## src/rtl/tx_flush_pkg.sv

```systemverilog
package tx_flush_pkg;
  typedef enum logic {
    KIND_SHORT = 1'b0,
    KIND_FULL  = 1'b1
  } flush_kind_e;
endpackage

```

## src/rtl/tx_ms_prescaler.sv

```systemverilog
module tx_ms_prescaler #(
  parameter int unsigned CLK_DIV = 12000
) (
  input  logic clk_i,
  input  logic rst_ni,
  output logic tick_o
);
  generate
    if (CLK_DIV <= 1) begin : g_pass
      assign tick_o = 1'b1;
    end else begin : g_div
      localparam int unsigned CW = $clog2(CLK_DIV);
      localparam logic [CW-1:0] LAST = CW'(CLK_DIV - 1);
      logic [CW-1:0] div_q;

      always_ff @(posedge clk_i or negedge rst_ni) begin
        if (!rst_ni)           div_q <= '0;
        else if (div_q == LAST) div_q <= '0;
        else                   div_q <= div_q + 1'b1;
      end

      assign tick_o = (div_q == LAST);

      a_r2_tick_spacing: assert property (@(posedge clk_i) disable iff (!rst_ni)
        tick_o |=> !tick_o);
      a_r2_div_range: assert property (@(posedge clk_i) disable iff (!rst_ni)
        div_q <= LAST);
    end
  endgenerate
endmodule

```

## src/rtl/tx_timeout_cfg.sv

```systemverilog
module tx_timeout_cfg #(
  parameter int unsigned TO_W       = 8,
  parameter int unsigned TO_DEFAULT = 16
) (
  input  logic            clk_i,
  input  logic            rst_ni,
  input  logic            we_i,
  input  logic [TO_W-1:0] data_i,
  output logic [TO_W-1:0] limit_o
);
  logic [TO_W-1:0] cfg_q;

  always_ff @(posedge clk_i or negedge rst_ni) begin
    if (!rst_ni)   cfg_q <= TO_W'(TO_DEFAULT);
    else if (we_i) cfg_q <= data_i;
  end

  // zero is folded to the shortest latency
  assign limit_o = (cfg_q == '0) ? TO_W'(1) : cfg_q;

  a_r9_write_lands: assert property (@(posedge clk_i) disable iff (!rst_ni)
    we_i |=> cfg_q == $past(data_i));
  a_r9_limit_nonzero: assert property (@(posedge clk_i) disable iff (!rst_ni)
    we_i |=> limit_o != '0);
endmodule

```

## src/rtl/tx_latency_timer.sv

```systemverilog
module tx_latency_timer #(
  parameter int unsigned TO_W = 8
) (
  input  logic            clk_i,
  input  logic            rst_ni,
  input  logic            tick_i,
  input  logic            restart_i,
  input  logic            empty_i,
  input  logic            hold_i,
  input  logic [TO_W-1:0] limit_i,
  output logic            expire_o
);
  logic [TO_W-1:0] cnt_q;
  logic            idle;

  assign idle     = restart_i | empty_i | hold_i;
  // >= so a lowered limit mid-count still expires
  assign expire_o = tick_i & ~idle & (cnt_q >= limit_i - TO_W'(1));

  always_ff @(posedge clk_i or negedge rst_ni) begin
    if (!rst_ni)       cnt_q <= '0;
    else if (idle)     cnt_q <= '0;
    else if (expire_o) cnt_q <= '0;
    else if (tick_i)   cnt_q <= cnt_q + 1'b1;
  end

  a_r3_clear_after_expire: assert property (@(posedge clk_i) disable iff (!rst_ni)
    expire_o |=> cnt_q == '0);
  a_r6_empty_holds_zero: assert property (@(posedge clk_i) disable iff (!rst_ni)
    empty_i |=> cnt_q == '0);
  a_r4_restart_clears: assert property (@(posedge clk_i) disable iff (!rst_ni)
    restart_i |=> cnt_q == '0);
endmodule

```

## src/rtl/tx_flush_arbiter.sv

```systemverilog
module tx_flush_arbiter
  import tx_flush_pkg::*;
#(
  parameter int unsigned FILL_W   = 8,
  parameter int unsigned PKT_SIZE = 64
) (
  input  logic              clk_i,
  input  logic              rst_ni,
  input  logic [FILL_W-1:0] fill_i,
  input  logic              expire_i,
  input  logic              ack_i,
  output logic              req_o,
  output logic              full_o
);
  localparam logic [FILL_W-1:0] PKT_LVL = FILL_W'(PKT_SIZE);

  logic        req_q;
  flush_kind_e kind_q;
  logic        full_hit;

  assign full_hit = (fill_i >= PKT_LVL);

  always_ff @(posedge clk_i or negedge rst_ni) begin
    if (!rst_ni) begin
      req_q  <= 1'b0;
      kind_q <= KIND_SHORT;
    end else if (req_q) begin
      if (ack_i) req_q <= 1'b0;
    end else if (full_hit) begin
      req_q  <= 1'b1;
      kind_q <= KIND_FULL;
    end else if (expire_i) begin
      req_q  <= 1'b1;
      kind_q <= KIND_SHORT;
    end
  end

  assign req_o  = req_q;
  assign full_o = (kind_q == KIND_FULL);

  a_r8_hold_until_ack: assert property (@(posedge clk_i) disable iff (!rst_ni)
    req_q && !ack_i |=> req_q && $stable(kind_q));
  a_r8_ack_drops: assert property (@(posedge clk_i) disable iff (!rst_ni)
    req_q && ack_i |=> !req_q);
  a_r7_full_release: assert property (@(posedge clk_i) disable iff (!rst_ni)
    !req_q && full_hit |=> req_q && full_o);
  a_r3_short_release: assert property (@(posedge clk_i) disable iff (!rst_ni)
    !req_q && !full_hit && expire_i |=> req_q && !full_o);
  a_r10_full_wins: assert property (@(posedge clk_i) disable iff (!rst_ni)
    !req_q && full_hit && expire_i |=> full_o);
  a_r6_no_rise_idle: assert property (@(posedge clk_i) disable iff (!rst_ni)
    !req_q && !full_hit && !expire_i |=> !req_q);
endmodule

```

## src/rtl/tx_flush_timer.sv

```systemverilog
module tx_flush_timer #(
  parameter int unsigned CLK_DIV    = 12000,
  parameter int unsigned FILL_W     = 8,
  parameter int unsigned PKT_SIZE   = 64,
  parameter int unsigned TO_W       = 8,
  parameter int unsigned TO_DEFAULT = 16
) (
  input  logic              clk_i,
  input  logic              rst_ni,
  input  logic              byte_wr_i,
  input  logic              pkt_done_i,
  input  logic [FILL_W-1:0] fill_i,
  input  logic              cfg_we_i,
  input  logic [TO_W-1:0]   cfg_data_i,
  input  logic              flush_ack_i,
  output logic              flush_req_o,
  output logic              flush_full_o
);
  logic            tick;
  logic            expire;
  logic [TO_W-1:0] limit;

  tx_ms_prescaler #(.CLK_DIV(CLK_DIV)) u_presc (
    .clk_i, .rst_ni, .tick_o(tick)
  );

  tx_timeout_cfg #(.TO_W(TO_W), .TO_DEFAULT(TO_DEFAULT)) u_cfg (
    .clk_i, .rst_ni, .we_i(cfg_we_i), .data_i(cfg_data_i), .limit_o(limit)
  );

  tx_latency_timer #(.TO_W(TO_W)) u_timer (
    .clk_i, .rst_ni,
    .tick_i    (tick),
    .restart_i (byte_wr_i | pkt_done_i),
    .empty_i   (fill_i == '0),
    .hold_i    (flush_req_o),
    .limit_i   (limit),
    .expire_o  (expire)
  );

  tx_flush_arbiter #(.FILL_W(FILL_W), .PKT_SIZE(PKT_SIZE)) u_arb (
    .clk_i, .rst_ni,
    .fill_i   (fill_i),
    .expire_i (expire),
    .ack_i    (flush_ack_i),
    .req_o    (flush_req_o),
    .full_o   (flush_full_o)
  );
endmodule

```

## config.mk

```make
export PLATFORM = sky130hd
export DESIGN_NAME = tx_flush_timer
export DESIGN_NICKNAME = d
export VERILOG_FILES = /design/src/rtl/tx_flush_pkg.sv /design/src/rtl/tx_ms_prescaler.sv /design/src/rtl/tx_timeout_cfg.sv /design/src/rtl/tx_latency_timer.sv /design/src/rtl/tx_flush_arbiter.sv /design/src/rtl/tx_flush_timer.sv
export SDC_FILE = /design/constraint.sdc
export NUM_CORES = 1
export LEC_CHECK = 0
export BUFFER_PORTS_ARGS = -buffer_cell sky130_fd_sc_hd__buf_2
export CELL_PAD_IN_SITES_DETAIL_PLACEMENT = 2
export CELL_PAD_IN_SITES_GLOBAL_PLACEMENT = 2
export CORE_UTILIZATION = 39
export CTS_CLUSTER_DIAMETER = 60
export DETAILED_ROUTE_END_ITERATION = 10
export PLACE_DENSITY = 0.83
export REMOVE_ABC_BUFFERS = 1
export SLEW_MARGIN = 10
export SYNTH_ARGS = -nofsm -noshare
export SYNTH_HDL_FRONTEND = slang
export SYNTH_HIERARCHICAL = 1
export SYNTH_SLANG_ARGS = --single-unit
```

## constraint.sdc

```tcl
create_clock -name clk_i -period 4.53 [get_ports clk_i]
set_input_delay 0.453 -clock clk_i [delete_from_list [all_inputs] [get_ports clk_i]]
set_output_delay 0.453 -clock clk_i [all_outputs]
set_load 0.01 [all_outputs]
```

==> summary.txt, run 1 <==
Outcome
  • Outcome: finished clean

Yosys
  • Async S/R FF share, synth: 1.00
  • Post-synth EDFFs: 0
  • Cell area after synthesis: 1910 µm²
  • Mapped Cells: 187
  • Prevailing post-synth register cell: dfrtp_1
  • Yosys warnings: 6
  • Syn_area_per_cell: 10.2 µm²
  • Post-synthesis cell type count: 42
  • Post-synthesis sequential area ratio: 0.421
  • Flops & latches, synth: 32

Clocking
  • Later-pin clock latency in the skew report: 0.29 ns
  • CTS root buffer: clkbuf_8
  • Clk pin slew, worst setup/hold paths: 0.07 ns
  • Clk sinks: 32
  • Hold buffer count at cts: 0
  • CTS Buf Count: 5
  • Post-CTS Setup Bufs: 0
  • Post-CTS Resized: 0
  • Clock buffer depth: 2
  • Max H-tree Level: 2
  • TritonCTS clock tree: done

Layout
  • Fillers: 522
  • Ant diodes: 0
  • Final Util: 0.454
  • Share of post-route cells with drive strength above 1: 0.221
  • Nets: 241
  • P&R area growth vs syn: 12.4%
  • Design Area, Final: 2140 µm²

STA
  • Worst Max-Slew Pin Slew: 0.712 ns
  • Period utilisation layout: 0.703
  • Setup ws final: 1.35 ns
  • Fin. max-slew vios: 0
  • Endpoints failing hold: 0
  • FMAX: 314 MHz
  • Worst Clk Skew: 0.00258 ns
  • Fin crit period: 3.18 ns
  • Rel. slew slack: 0.525
  • Fin Setup TNS: 0 ns
  • Setup Viol. Count Final: 0
  • RSZ-0062 raised after global routing: false

Worst setup path
  • CP arrival: 3.40 ns
  • CP most frequent cell: ha_1
  • Worst Path Buf+Inv: 1
  • Origin of the critical flop-to-flop path: u_cfg/cfg_q[7]$_DFFE_PN0P_
  • Required time worst endpoint: 4.75 ns
  • Crit start category: register
  • CP max stage cell: a21oi_2
  • Crit Path Category: register to register
  • Max stage delay on crit path: 0.49 ns
  • CP startpoint: u_cfg/cfg_q[7]$_DFFE_PN0P_
  • Critical Path Fanout Max: 14
  • Top Family by Delay on Critical Path: compound AO/OA/AOI/OAI gates
  • CP endpoint kind: register
  • Crit-path cells: nor4_1 -> a21o_1 -> inv_1 -> ha_1 -> xnor2_1 -> ha_1 -> a211oi_1 -> o21ai_0 -> a21oi_2 -> or2b_1 -> a31oi_1

Global routing
  • GRT Overall Usage: 0.218
  • Largest net degree at the start of global routing: 33
  • Vias in the first global route: 1705
  • GRT overflow: 0
  • Global-route wire length before repair: 8460 µm
  • Initial antenna violation count: 0

Die
  • Core area: 4720 µm²
  • I/O pins: 24
  • Die Height: 71.9 µm
  • Die X: 71.9 µm
  • Initial Utilization: 0.404
  • Row cnt: 25
  • Die area: 5170 µm²

Place
  • IO Port Bufs: 23
  • Gp weighted congestion: 0.817
  • Hpwl dp: 3810 µm
  • Setup WS pre-CTS: 1.31 ns
  • DP Area: 2050 µm²

Routing
  • TritonRoute pass-1 iters: 4
  • DR iter-0 viols: 50
  • Drt via density: 5.44
  • DR WL/cell: 17.9 µm
  • Vias: 1497
  • Final WL: 4920 µm
  • Antenna-violating nets left: 0
  • Post-route DRC: 0

Worst hold path
  • Worst min path class: input pin to async pin

Run
  • Maxcap violations: 0

Power
  • Maximum vdd drop: 0.150 mV
  • Pleak: 0.930 nW
  • Power per cell area: 282 nW/µm²
==> path summary, 6_finish.rpt <==
path | slack (ns) | depth (start not counted) | endpoint
max | 1.35 | 11 | u_timer/cnt_q[3]$_DFFE_PN0P_
min | 0.21 | 1 | u_timer/cnt_q[3]$_DFFE_PN0P_
max reg2reg | 1.35 | 11 | u_timer/cnt_q[3]$_DFFE_PN0P_
min reg2reg | 0.50 | 1 | u_arb/full_o$_DFFE_PN0P_
max in group asynchronous | 3.86 | 1 | u_presc/g_div.div_q[8]$_DFF_PN0_
min in group clk_i | 0.33 | 2 | u_arb/req_o$_DFF_PN0_
==> synth_stat cells (2+ instances only) <==
cell type | count | area, µm²
a21oi_1 | 8 | 40.0
a31oi_1 | 6 | 37.5
a41oi_1 | 2 | 17.5
and2_1 | 3 | 18.8
and3_1 | 3 | 18.8
buf_6 | 2 | 22.5
clkbuf_1 | 8 | 30.0
dfrtp_1 | 31 | 776
ha_1 | 12 | 150
inv_1 | 3 | 11.3
mux2_4 | 8 | 120
nand2_1 | 12 | 45.0
nand2b_1 | 2 | 12.5
nand3_1 | 11 | 55.1
nand4_1 | 5 | 31.3
nor2_1 | 14 | 52.6
nor2b_1 | 2 | 12.5
nor3_1 | 4 | 20.0
nor4_1 | 6 | 37.5
o211ai_1 | 2 | 15.0
o21ai_0 | 2 | 10.0
or2b_1 | 3 | 22.5
or4_1 | 4 | 30.0
xnor2_1 | 6 | 52.6
xor2_1 | 11 | 96.3
==> power breakdown <==
part	switching [mW]	internal (mW)	total [mW]
clock	0.107	0.124	0.231
combinational	0.0333	0.0335	0.0668
sequential	0.0127	0.295	0.307
==> area by class of cell <==
cell class,instances,area [µm²],share of cell area
inverter,3,11.3,0.00525
sequential,32,802,0.374
timing repair buffer,23,115,0.0537
clock buffer,8,90.1,0.0420
multi-input combinational,142,1040,0.486
tap,67,83.8,0.0391
==> flip-flops by register name, indices dropped and copies added (netlist names) <==
register,count
u_presc/g_div.div_q,14
u_arb/req_o,1
u_arb/full_o,1
u_timer/cnt_q,8
u_cfg/cfg_q,8
==> placed cells by master (no fill, tap or decap), types with 8 or more instances in the layout <==
cell type / count
xor2_1: 11
nand2_1: 12
nor2_1: 14
buf_2: 23
ha_1: 12
mux2_4: 8
dfrtp_1: 31
a21oi_1: 8
nand3_1: 11
==> stage by stage <==
step	power [mW]	cells	hold slack (ns)
global route	0.635	275	0.277
finish	0.605	275	0.207
detailed placement	0.382	267	0.487
floorplan	0.348	177	0.157
global placement	0.373	267	0.473
CTS	0.617	275	0.242
==> logic make-up (layout without fill, tap and decap cells) <==
group | after synthesis | count (layout) | share of synthesized area
simple gates | 78 | 78 | 0.233
flops | 32 | 32 | 0.421
buf+inv | 13 | 34 | 0.0335
compound gates | 26 | 26 | 0.0873
mux | 9 | 9 | 0.0689
fa+ha+maj | 12 | 12 | 0.0787
xor+xnor | 17 | 17 | 0.0781
==> layer usage <==
metal	GRT usage	share of wire	routed length (µm)
met5	0	0	0
met4	0.0915	0.018	91
met2	0.363	0.50	2450
met3	0.0569	0.039	193
met1	0.270	0.44	2190
No activity file was read; power rests on OpenSTA's default activity.
==> inputs of run 2 (changes only) <==
--- a/config.mk
+++ b/config.mk
@@ -5,13 +5,14 @@
 export SDC_FILE = /design/constraint.sdc
 export NUM_CORES = 1
 export LEC_CHECK = 0
+export ABC_AREA = 1
 export BUFFER_PORTS_ARGS = -buffer_cell sky130_fd_sc_hd__buf_2
 export CELL_PAD_IN_SITES_DETAIL_PLACEMENT = 2
 export CELL_PAD_IN_SITES_GLOBAL_PLACEMENT = 2
-export CORE_UTILIZATION = 39
+export CORE_UTILIZATION = 30
 export CTS_CLUSTER_DIAMETER = 60
 export DETAILED_ROUTE_END_ITERATION = 10
-export PLACE_DENSITY = 0.83
+export PLACE_DENSITY = 0.76
 export REMOVE_ABC_BUFFERS = 1
 export SLEW_MARGIN = 10
 export SYNTH_ARGS = -nofsm -noshare
==> constraint.sdc (replaced) <==
create_clock -name clk_i -period 2.7 [get_ports clk_i]
set_input_delay 0.27 -clock clk_i [delete_from_list [all_inputs] [get_ports clk_i]]
set_output_delay 0.27 -clock clk_i [all_outputs]
set_load 0.01 [all_outputs]
==> summary.txt, run 2 <==
Global routing
  • Global route hottest layer: met2
  • Met1 Resource Use GR: 0.202 (-0.0681)
  • Vias in the first global route: 1942 (+14%)
  • Initial antenna violation count: 0 (unchanged)
  • Met3 usage in global routing: 0.0279 (-0.0290)
  • Global-route wire length before repair: 9070 µm (+7.3%)
  • GRT Overall Usage: 0.159 (-0.0597)
  • GRT overflow: 0 (unchanged)
  • Largest net degree at the start of global routing: 33 (unchanged)
  • Met2 Use GR: 0.271 (-0.0914)

Layout
  • Share of post-route cells with drive strength above 1: 0.177 (-0.0439)
  • P&R area growth vs syn: 15.2%
  • Largest reg by FF count: u_presc/g_div.div_q
  • Number of flip-flops in the largest register: 14 (unchanged)
  • Non-Filler Instances: 396 (+44%)
  • Fillers: 823 (+58%)
  • Biggest regs: u_presc/g_div.div_q x14, u_cfg/cfg_q x8, u_timer/cnt_q x8
  • Commonest non-fill, non-tap cell in the layout: nand2_1
  • Most frequent cells in the layout: nand2_1 (79), nor2_1 (43), inv_1 (40)
  • Ant diodes: 0 (unchanged)
  • Nets: 349 (+45%)

Worst setup path
  • CP most frequent cell: nand2_1
  • CP endpoint kind: register
  • Top Family by Delay on Critical Path: simple AND/OR/NAND/NOR gates
  • CP arrival: 2.67 ns (-0.73 ns)
  • Worst Path Buf+Inv: 2 (+1)
  • CP max stage cell: dfstp_2
  • Crit Path Category: register to register
  • Critical Path Fanout Max: 3 (-11)
  • Crit start category: register
  • Max stage delay on crit path: 0.55 ns (+0.06 ns)
  • Required time worst endpoint: 2.87 ns (-1.88 ns)
  • Crit-path cells: nor2_1 -> nand2_1 -> o21ai_0 -> inv_1 -> ha_2 -> nand2_2 -> nor3_2 -> xor2_1 -> inv_1 -> ha_1 -> nand2_1 -> nor2_2 -> nand2_2 -> a21boi_2 -> nand2_2 -> nand2_1 -> nand2_1

Routing
  • Post-route DRC: 0 (unchanged)
  • Antenna-violating nets left: 0 (unchanged)
  • Final WL: 5410 µm (+10%)
  • DR WL/cell: 13.7 µm (-24%)
  • DR iter-0 viols: 16 (-68%)
  • Vias: 1862 (+24%)
  • TritonRoute pass-1 iters: 3 (-1)
  • Drt via density: 4.70 (-14%)

Clocking
  • Clk sinks: 32 (unchanged)
  • Clk pin slew, worst setup/hold paths: 0.08 ns (about the same)
  • CTS root buffer: clkbuf_8
  • Clock buffer depth: 2 (unchanged)
  • Hold buffer count at cts: 0 (unchanged)
  • TritonCTS clock tree: done
  • Max H-tree Level: 2 (unchanged)
  • CTS Buf Count: 5 (unchanged)
  • Later-pin clock latency in the skew report: 0.30 ns (about the same)

STA
  • Rel. slew slack: 0.509 (-0.0164)
  • Fin. max-slew vios: 0 (unchanged)
  • Endpoints failing hold: 0 (unchanged)
  • Fin crit period: 2.49 ns (-0.692 ns)
  • Setup Viol. Count Final: 0 (unchanged)
  • Worst Clk Skew: 0.0109 ns (+0.00833 ns)
  • Period utilisation layout: 0.923 (+0.220)
  • FMAX: 401 MHz (+28%)
  • Worst Max-Slew Pin Slew: 0.736 ns (+0.0245 ns)
  • WHS: 0.0193 ns (-0.187 ns)

Run
  • Maxcap violations: 0 (unchanged)

Yosys
  • Cell area after synthesis: 2100 µm² (+10%)
  • Synth Area in Adders: 0.0716 (-0.00714)
  • Mux cell area share after synthesis: 0 (-0.0689)
  • Most frequent cells after synthesis: nand2_1 (80), nor2_1 (45), inv_1 (40)
  • Largest cells by area after synthesis: dfrtp_1 (37%), nand2_1 (14%), nor2_1 (8.1%), ha_1 (7.2%), inv_1 (7.2%)
  • Xor and xnor fraction of the mapped netlist area: 0.0668 (-0.0113)
  • Synth area leader: dfrtp_1
  • Prevailing post-synth register cell: dfrtp_1
  • Synth Area in Simple Gates: 0.348 (+0.115)
  • Flops & latches, synth: 32 (unchanged)
  • Post-synth EDFFs: 0 (unchanged)
  • Async S/R FF share, synth: 1.00 (unchanged)
  • Yosys top cell area share: 0.370 (-0.0369)
  • Yosys warnings: 6 (unchanged)
  • Syn_area_per_cell: 7.26 µm² (-29%)
  • Synth Area in Compound Gates: 0.0418 (-0.0455)
  • Combinational family with the most area after synthesis: simple AND/OR/NAND/NOR gates
  • Post-synthesis sequential area ratio: 0.382 (-0.0381)
  • Mapped Cells: 289 (+55%)
  • Most common cell in the netlist: nand2_1
  • Post-synthesis cell type count: 26 (-38%)

Die
  • Die area: 7330 µm² (+42%)
  • Initial Utilization: 0.310 (-0.0933)
  • Die X: 85.6 µm (+19%)
  • Core area: 6760 µm² (+43%)
  • Row cnt: 30 (+20%)
  • I/O pins: 24 (unchanged)
  • Die Height: 85.6 µm (+19%)

Power
  • Pleak: 1.26 nW (+36%)
  • Total power: 1.05 mW (+74%)
  • Power per cell area: 436 nW/µm² (+54%)
  • Maximum vdd drop: 0.217 mV (+44%)

Place
  • Gp weighted congestion: 0.779 (-4.7%)
  • Hpwl dp: 4290 µm (+13%)
  • IO Port Bufs: 23 (unchanged)
  • Placed cells: 386 (+45%)

Outcome
  • Outcome: finished clean

Worst hold path
  • Worst min path class: input pin to async pin
[run 2: cell count changes after synthesis, sizes merged, moves of 7 or more]
cell	delta
o21ai	+8
inv	+37
mux2	-9
nor2	+40
a21oi	-7
nand4	+8
nand2	+71
[run 2: layout make-up]
class | count | area [µm²] | share of cell area
multi-input combinational | 209 | 1130 | 0.466
sequential | 32 | 802 | 0.332
inverter | 40 | 150 | 0.0621
timing repair buffer | 27 | 145 | 0.0601
tap | 80 | 100 | 0.0414
clock buffer | 5 | 68.8 | 0.0285
clock inverter | 3 | 23.8 | 0.00984
[run 2: final timing paths]
| check | startpoint | to | slack, ns | depth (start not counted) |
|---|---|---|---|---|
| min in group clk_i | cfg_data_i[7] | u_cfg/cfg_q[7]$_DFFE_PN0P_ | 0.18 | 3 |
| max | u_cfg/cfg_q[4]$_DFFE_PN1P_ | u_arb/full_o$_DFFE_PN0P_ | 0.21 | 17 |
| min reg2reg | u_arb/full_o$_DFFE_PN0P_ | u_arb/full_o$_DFFE_PN0P_ | 0.50 | 2 |
| min | rst_ni | u_presc/g_div.div_q[9]$_DFF_PN0_ | 0.02 | 1 |
| max in group asynchronous | rst_ni | u_timer/cnt_q[5]$_DFFE_PN0P_ | 2.20 | 1 |
| max reg2reg | u_cfg/cfg_q[4]$_DFFE_PN1P_ | u_arb/full_o$_DFFE_PN0P_ | 0.21 | 17 |
[run 2: cell families after synthesis]
family                   count (synthesis)
AND/OR/NAND/NOR                        165
buffers and inverters                   48
XOR/XNOR                                16
flip-flops                              32
adder cells (fa/ha/maj)                 12
AO/OA/AOI/OAI                           16
[run 2: stage by stage]
step	setup TNS (ns)	util	setup WS, ns	cell area, µm²
3_5_place_dp	0	0.339	0.0574	2290
5_1_grt	-0.0317	0.358	-0.0191	2420
4_1_cts	0	0.353	0.0289	2380
6_report	0	0.358	0.208	2420
2_1_floorplan	0	-	0.286	2060
3_3_place_gp	0	0.339	0.193	2290
[run 2: per-layer routing]
| metal | routed length [µm] | vias up |
|---|---|---|
| li1 | - | 941 |
| met1 | 2590 | 889 |
| met2 | 2580 | 26 |
| met3 | 161 | 6 |
| met4 | 82 | 0 |
| met5 | 0 | - |
[run 2: power by group]
group | switching (mW) | internal, mW | total, mW | leakage [nW]
combinational | 0.0853 | 0.0561 | 0.141 | 0.815
clock | 0.218 | 0.183 | 0.400 | 0.0404
sequential | 0.0167 | 0.495 | 0.511 | 0.409
[run 2: worst reg2reg max path, cell delays in order (launching register included)]
cell	delay (ns)
dfstp_2	0.55
nor2_1	0.05
nand2_1	0.06
o21ai_0	0.08
inv_1	0.08
ha_2	0.20
nand2_2	0.07
nor3_2	0.19
xor2_1	0.16
inv_1	0.05
ha_1	0.26
nand2_1	0.08
nor2_2	0.12
nand2_2	0.09
a21boi_2	0.16
nand2_2	0.07
nand2_1	0.06
nand2_1	0.05
[run 2: timing repair]
action	in CTS	in global routing
setup endpoints to repair	0	10
gates resized for setup	0	6
setup buffers	0	2
==> inputs of run 3 (changes only) <==
--- a/config.mk
+++ b/config.mk
@@ -9,13 +9,13 @@
 export BUFFER_PORTS_ARGS = -buffer_cell sky130_fd_sc_hd__buf_2
 export CELL_PAD_IN_SITES_DETAIL_PLACEMENT = 2
 export CELL_PAD_IN_SITES_GLOBAL_PLACEMENT = 2
+export CORE_MARGIN = 5
 export CORE_UTILIZATION = 30
 export CTS_CLUSTER_DIAMETER = 60
 export DETAILED_ROUTE_END_ITERATION = 10
-export PLACE_DENSITY = 0.76
+export PLACE_DENSITY = 0.75
 export REMOVE_ABC_BUFFERS = 1
 export SLEW_MARGIN = 10
 export SYNTH_ARGS = -nofsm -noshare
 export SYNTH_HDL_FRONTEND = slang
-export SYNTH_HIERARCHICAL = 1
 export SYNTH_SLANG_ARGS = --single-unit
==> summary.txt, run 3 <==
Yosys
  • Prevailing post-synth register cell: dfrtp_1
  • Flops & latches, synth: 32 (unchanged)
  • Yosys warnings: 0 (-6)
  • Most common cell in the netlist: nand2_1
  • Most frequent cells after synthesis: nand2_1 (66), inv_1 (41), nor2_1 (36)
  • Post-synthesis sequential area ratio: 0.390 (+0.00744)
  • Post-synth EDFFs: 0 (unchanged)
  • Largest cells by area after synthesis: dfrtp_1 (38%), nand2_1 (12%), nand3_1 (7.5%), inv_1 (7.5%), ha_1 (6.7%)
  • Mapped Cells: 273 (-5.5%)
  • Post-synthesis cell type count: 28 (+7.7%)
  • Async S/R FF share, synth: 1.00 (unchanged)
  • Syn_area_per_cell: 7.53 µm² (+3.8%)
  • Cell area after synthesis: 2060 µm² (-1.9%)
  • Yosys top cell area share: 0.377 (+0.00720)
  • Synth area leader: dfrtp_1

STA
  • Worst Max-Slew Pin Slew: 0.767 ns (+0.0303 ns)
  • Setup Viol. Count Final: 0 (unchanged)
  • RSZ-0062 raised after global routing: false
  • FMAX: 402 MHz (+0.31%)
  • Fin crit period: 2.48 ns (-0.00768 ns)
  • Worst Clk Skew: 0.00866 ns (-0.00225 ns)
  • Fin Setup TNS: 0 ns (unchanged)
  • Period utilisation layout: 0.920 (-0.00285)
  • Fin. max-slew vios: 0 (unchanged)
  • Endpoints failing hold: 0 (unchanged)
  • Rel. slew slack: 0.489 (-0.0202)

Clocking
  • Hold buffer count at cts: 0 (unchanged)
  • Later-pin clock latency in the skew report: 0.29 ns (about the same)
  • Clk sinks: 32 (unchanged)
  • TritonCTS clock tree: done
  • Max H-tree Level: 2 (unchanged)
  • Clock buffer depth: 2 (unchanged)
  • CTS root buffer: clkbuf_8
  • CTS Buf Count: 5 (unchanged)
  • Clk pin slew, worst setup/hold paths: 0.07 ns (about the same)

Layout
  • Ant diodes: 0 (unchanged)
  • Non-Filler Instances: 383 (-3.3%)
  • P&R area growth vs syn: 16.9%
  • Number of flip-flops in the largest register: 14 (unchanged)
  • Design Area, Final: 2400 µm² (-0.47%)
  • Largest reg by FF count: u_presc.g_div.div_q
  • Fillers: 794 (-3.5%)
  • Final Util: 0.358 (about the same)
  • Commonest non-fill, non-tap cell in the layout: nand2_1
  • Most frequent cells in the layout: nand2_1 (65), inv_1 (41), nor2_1 (33)
  • Share of post-route cells with drive strength above 1: 0.178 (+0.00100)
  • Nets: 335 (-4.0%)
  • Biggest regs: u_presc.g_div.div_q x14, u_cfg.cfg_q x8, u_timer.cnt_q x8

Worst hold path
  • Worst min path class: input pin to async pin

Worst setup path
  • Reg2reg setup slack: 0.22 ns (about the same)
  • CP endpoint kind: register
  • CP max stage cell: dfrtp_1
  • Max stage delay on crit path: 0.42 ns (-0.13 ns)
  • Origin of the critical flop-to-flop path: u_cfg.cfg_q[2]$_DFFE_PN0P_
  • Crit Path Category: register to register
  • CP arrival: 2.71 ns (+0.04 ns)
  • Critical Path Fanout Max: 8 (+5)
  • CP startpoint: u_cfg.cfg_q[2]$_DFFE_PN0P_
  • Crit start category: register
  • Crit-path cells: nor2_2 -> nand3_1 -> o21ai_2 -> inv_1 -> ha_2 -> xnor2_1 -> ha_1 -> nand2_1 -> nor2_1 -> nor2_1 -> nand2_2 -> a21oi_4 -> nand3_1 -> nand2_1
  • Required time worst endpoint: 2.92 ns (+0.05 ns)
  • R2r worst-path depth: 14 (-3)
  • Reg-to-Reg End: u_timer.cnt_q[1]$_DFFE_PN0P_

Outcome
  • Outcome: finished clean

Power
  • Maximum vdd drop: 0.198 mV (-8.5%)
  • Power per cell area: 462 nW/µm² (+6.0%)
  • Pleak: 1.25 nW (-0.74%)
  • Total power: 1.11 mW (+5.5%)

Global routing
  • Largest net degree at the start of global routing: 33 (unchanged)
  • GRT overflow: 0 (unchanged)
  • Global-route wire length before repair: 10000 µm (+11%)
  • Initial antenna violation count: 0 (unchanged)
  • Vias in the first global route: 2076 (+6.9%)
  • GRT Overall Usage: 0.148 (-0.0110)

Place
  • IO Port Bufs: 23 (unchanged)
  • DP Area: 2270 µm² (-0.93%)
  • Gp weighted congestion: 0.738 (-5.3%)
  • Placed cells: 375 (-2.8%)
  • Hpwl dp: 4630 µm (+8.0%)

Routing
  • Vias: 1817 (-2.4%)
  • DR iter-0 viols: 35 (+19)
  • Antenna-violating nets left: 0 (unchanged)
  • Post-route DRC: 0 (unchanged)
  • DR WL/cell: 15.2 µm (+11%)
  • TritonRoute pass-1 iters: 4 (+1)
  • Drt via density: 4.74 (+0.90%)
  • Final WL: 5810 µm (+7.3%)

Run
  • Maxcap violations: 0 (unchanged)

Die
  • I/O pins: 24 (unchanged)
  • Die Height: 92.8 µm (+8.4%)
  • Die X: 92.8 µm (+8.4%)
  • Die area: 8610 µm² (+18%)
  • Initial Utilization: 0.306 (-0.00423)
  • Row cnt: 30 (unchanged)
  • Core area: 6720 µm² (-0.56%)
-- run 3: cell count changes after synthesis, sizes merged, moves of 2 or more --
cell and delta:
nand3 +26, nand2 -15, nor2 -15, nand4 -13, clkbuf -6, a21oi +4
nor3 +3, inv +2, nand3b -2
-- run 3: area by class of cell --
| cell class | instances | area (µm²) | area share |
|---|---|---|---|
| Clock buffer | 6 | 72.6 | 0.0302 |
| Timing Repair Buffer | 24 | 123 | 0.0510 |
| Inverter | 42 | 158 | 0.0656 |
| Sequential cell | 32 | 802 | 0.334 |
| Clock inverter | 2 | 35.0 | 0.0146 |
| Multi-Input combinational cell | 197 | 1110 | 0.464 |
| Tap cell | 80 | 100 | 0.0416 |
-- run 3: routing by layer --
metal,vias to the layer above,track usage,share of wire,wire [µm]
met2,24,0.252,0.48,2760
met5,-,0,0,0
met3,6,0.0268,0.027,157
met4,0,0.0366,0.012,68
li1,916,-,-,-
met1,871,0.192,0.49,2820
-- run 3: critical path: cells and delay by family (launching register included) --
kind / cells / cell delay [ns]
AOI/OAI and AO/OA: 2 / 0.44
buffers and inverters: 1 / 0.10
adders and majority gates: 2 / 0.46
DFF: 1 / 0.42
and+or+nand+nor: 8 / 0.81
xor gates and xnor gates: 1 / 0.17
-- run 3: worst max path at each step --
stage	to	slack, ns	cells past startpoint
after floorplan	u_arb.full_o$_DFFE_PN0P_	0.33	16
after global placement	u_timer.cnt_q[2]$_DFFE_PN0P_	0.24	14
after detailed placement	u_arb.full_o$_DFFE_PN0P_	0.07	16
after CTS	u_timer.cnt_q[1]$_DFFE_PN0P_	0.04	14
after global routing	u_timer.cnt_q[3]$_DFFE_PN0P_	0.003	14
final	u_timer.cnt_q[1]$_DFFE_PN0P_	0.22	14
-- run 3: report_power, final --
group | internal, mW | leakage, nW | switching (mW)
Clock | 0.274 | 0.0552 | 0.185
Combinational | 0.0547 | 0.791 | 0.0903
Sequential | 0.495 | 0.408 | 0.0111
-- run 3: metrics by stage --
step,hold WS (ns),setup WS [ns]
6_report,0.0483,0.215
5_1_grt,0.121,0.00315
4_1_cts,0.0777,0.0374
3_5_place_dp,0.394,0.0681
3_3_place_gp,0.395,0.241
2_1_floorplan,-0.0256,0.328
-- run 3: timing repair --
action,4_1_cts,5_1_grt
buffers inserted,0,0
resized for setup,1,9
pin swaps,0,2
endpoints found under the setup margin,8,10
-- run 3: kinds of logic (layout without fill, tap and decap cells) --
| family | after synthesis | after routing | synth area share |
|---|---|---|---|
| compound gates | 21 | 21 | 0.0614 |
| xor+xnor | 14 | 14 | 0.0596 |
| fa+ha+maj | 11 | 11 | 0.0669 |
| buf+inv | 44 | 74 | 0.0821 |
| flops | 32 | 32 | 0.390 |
| mux | 1 | 1 | 0.00547 |
| simple gates | 150 | 150 | 0.335 |
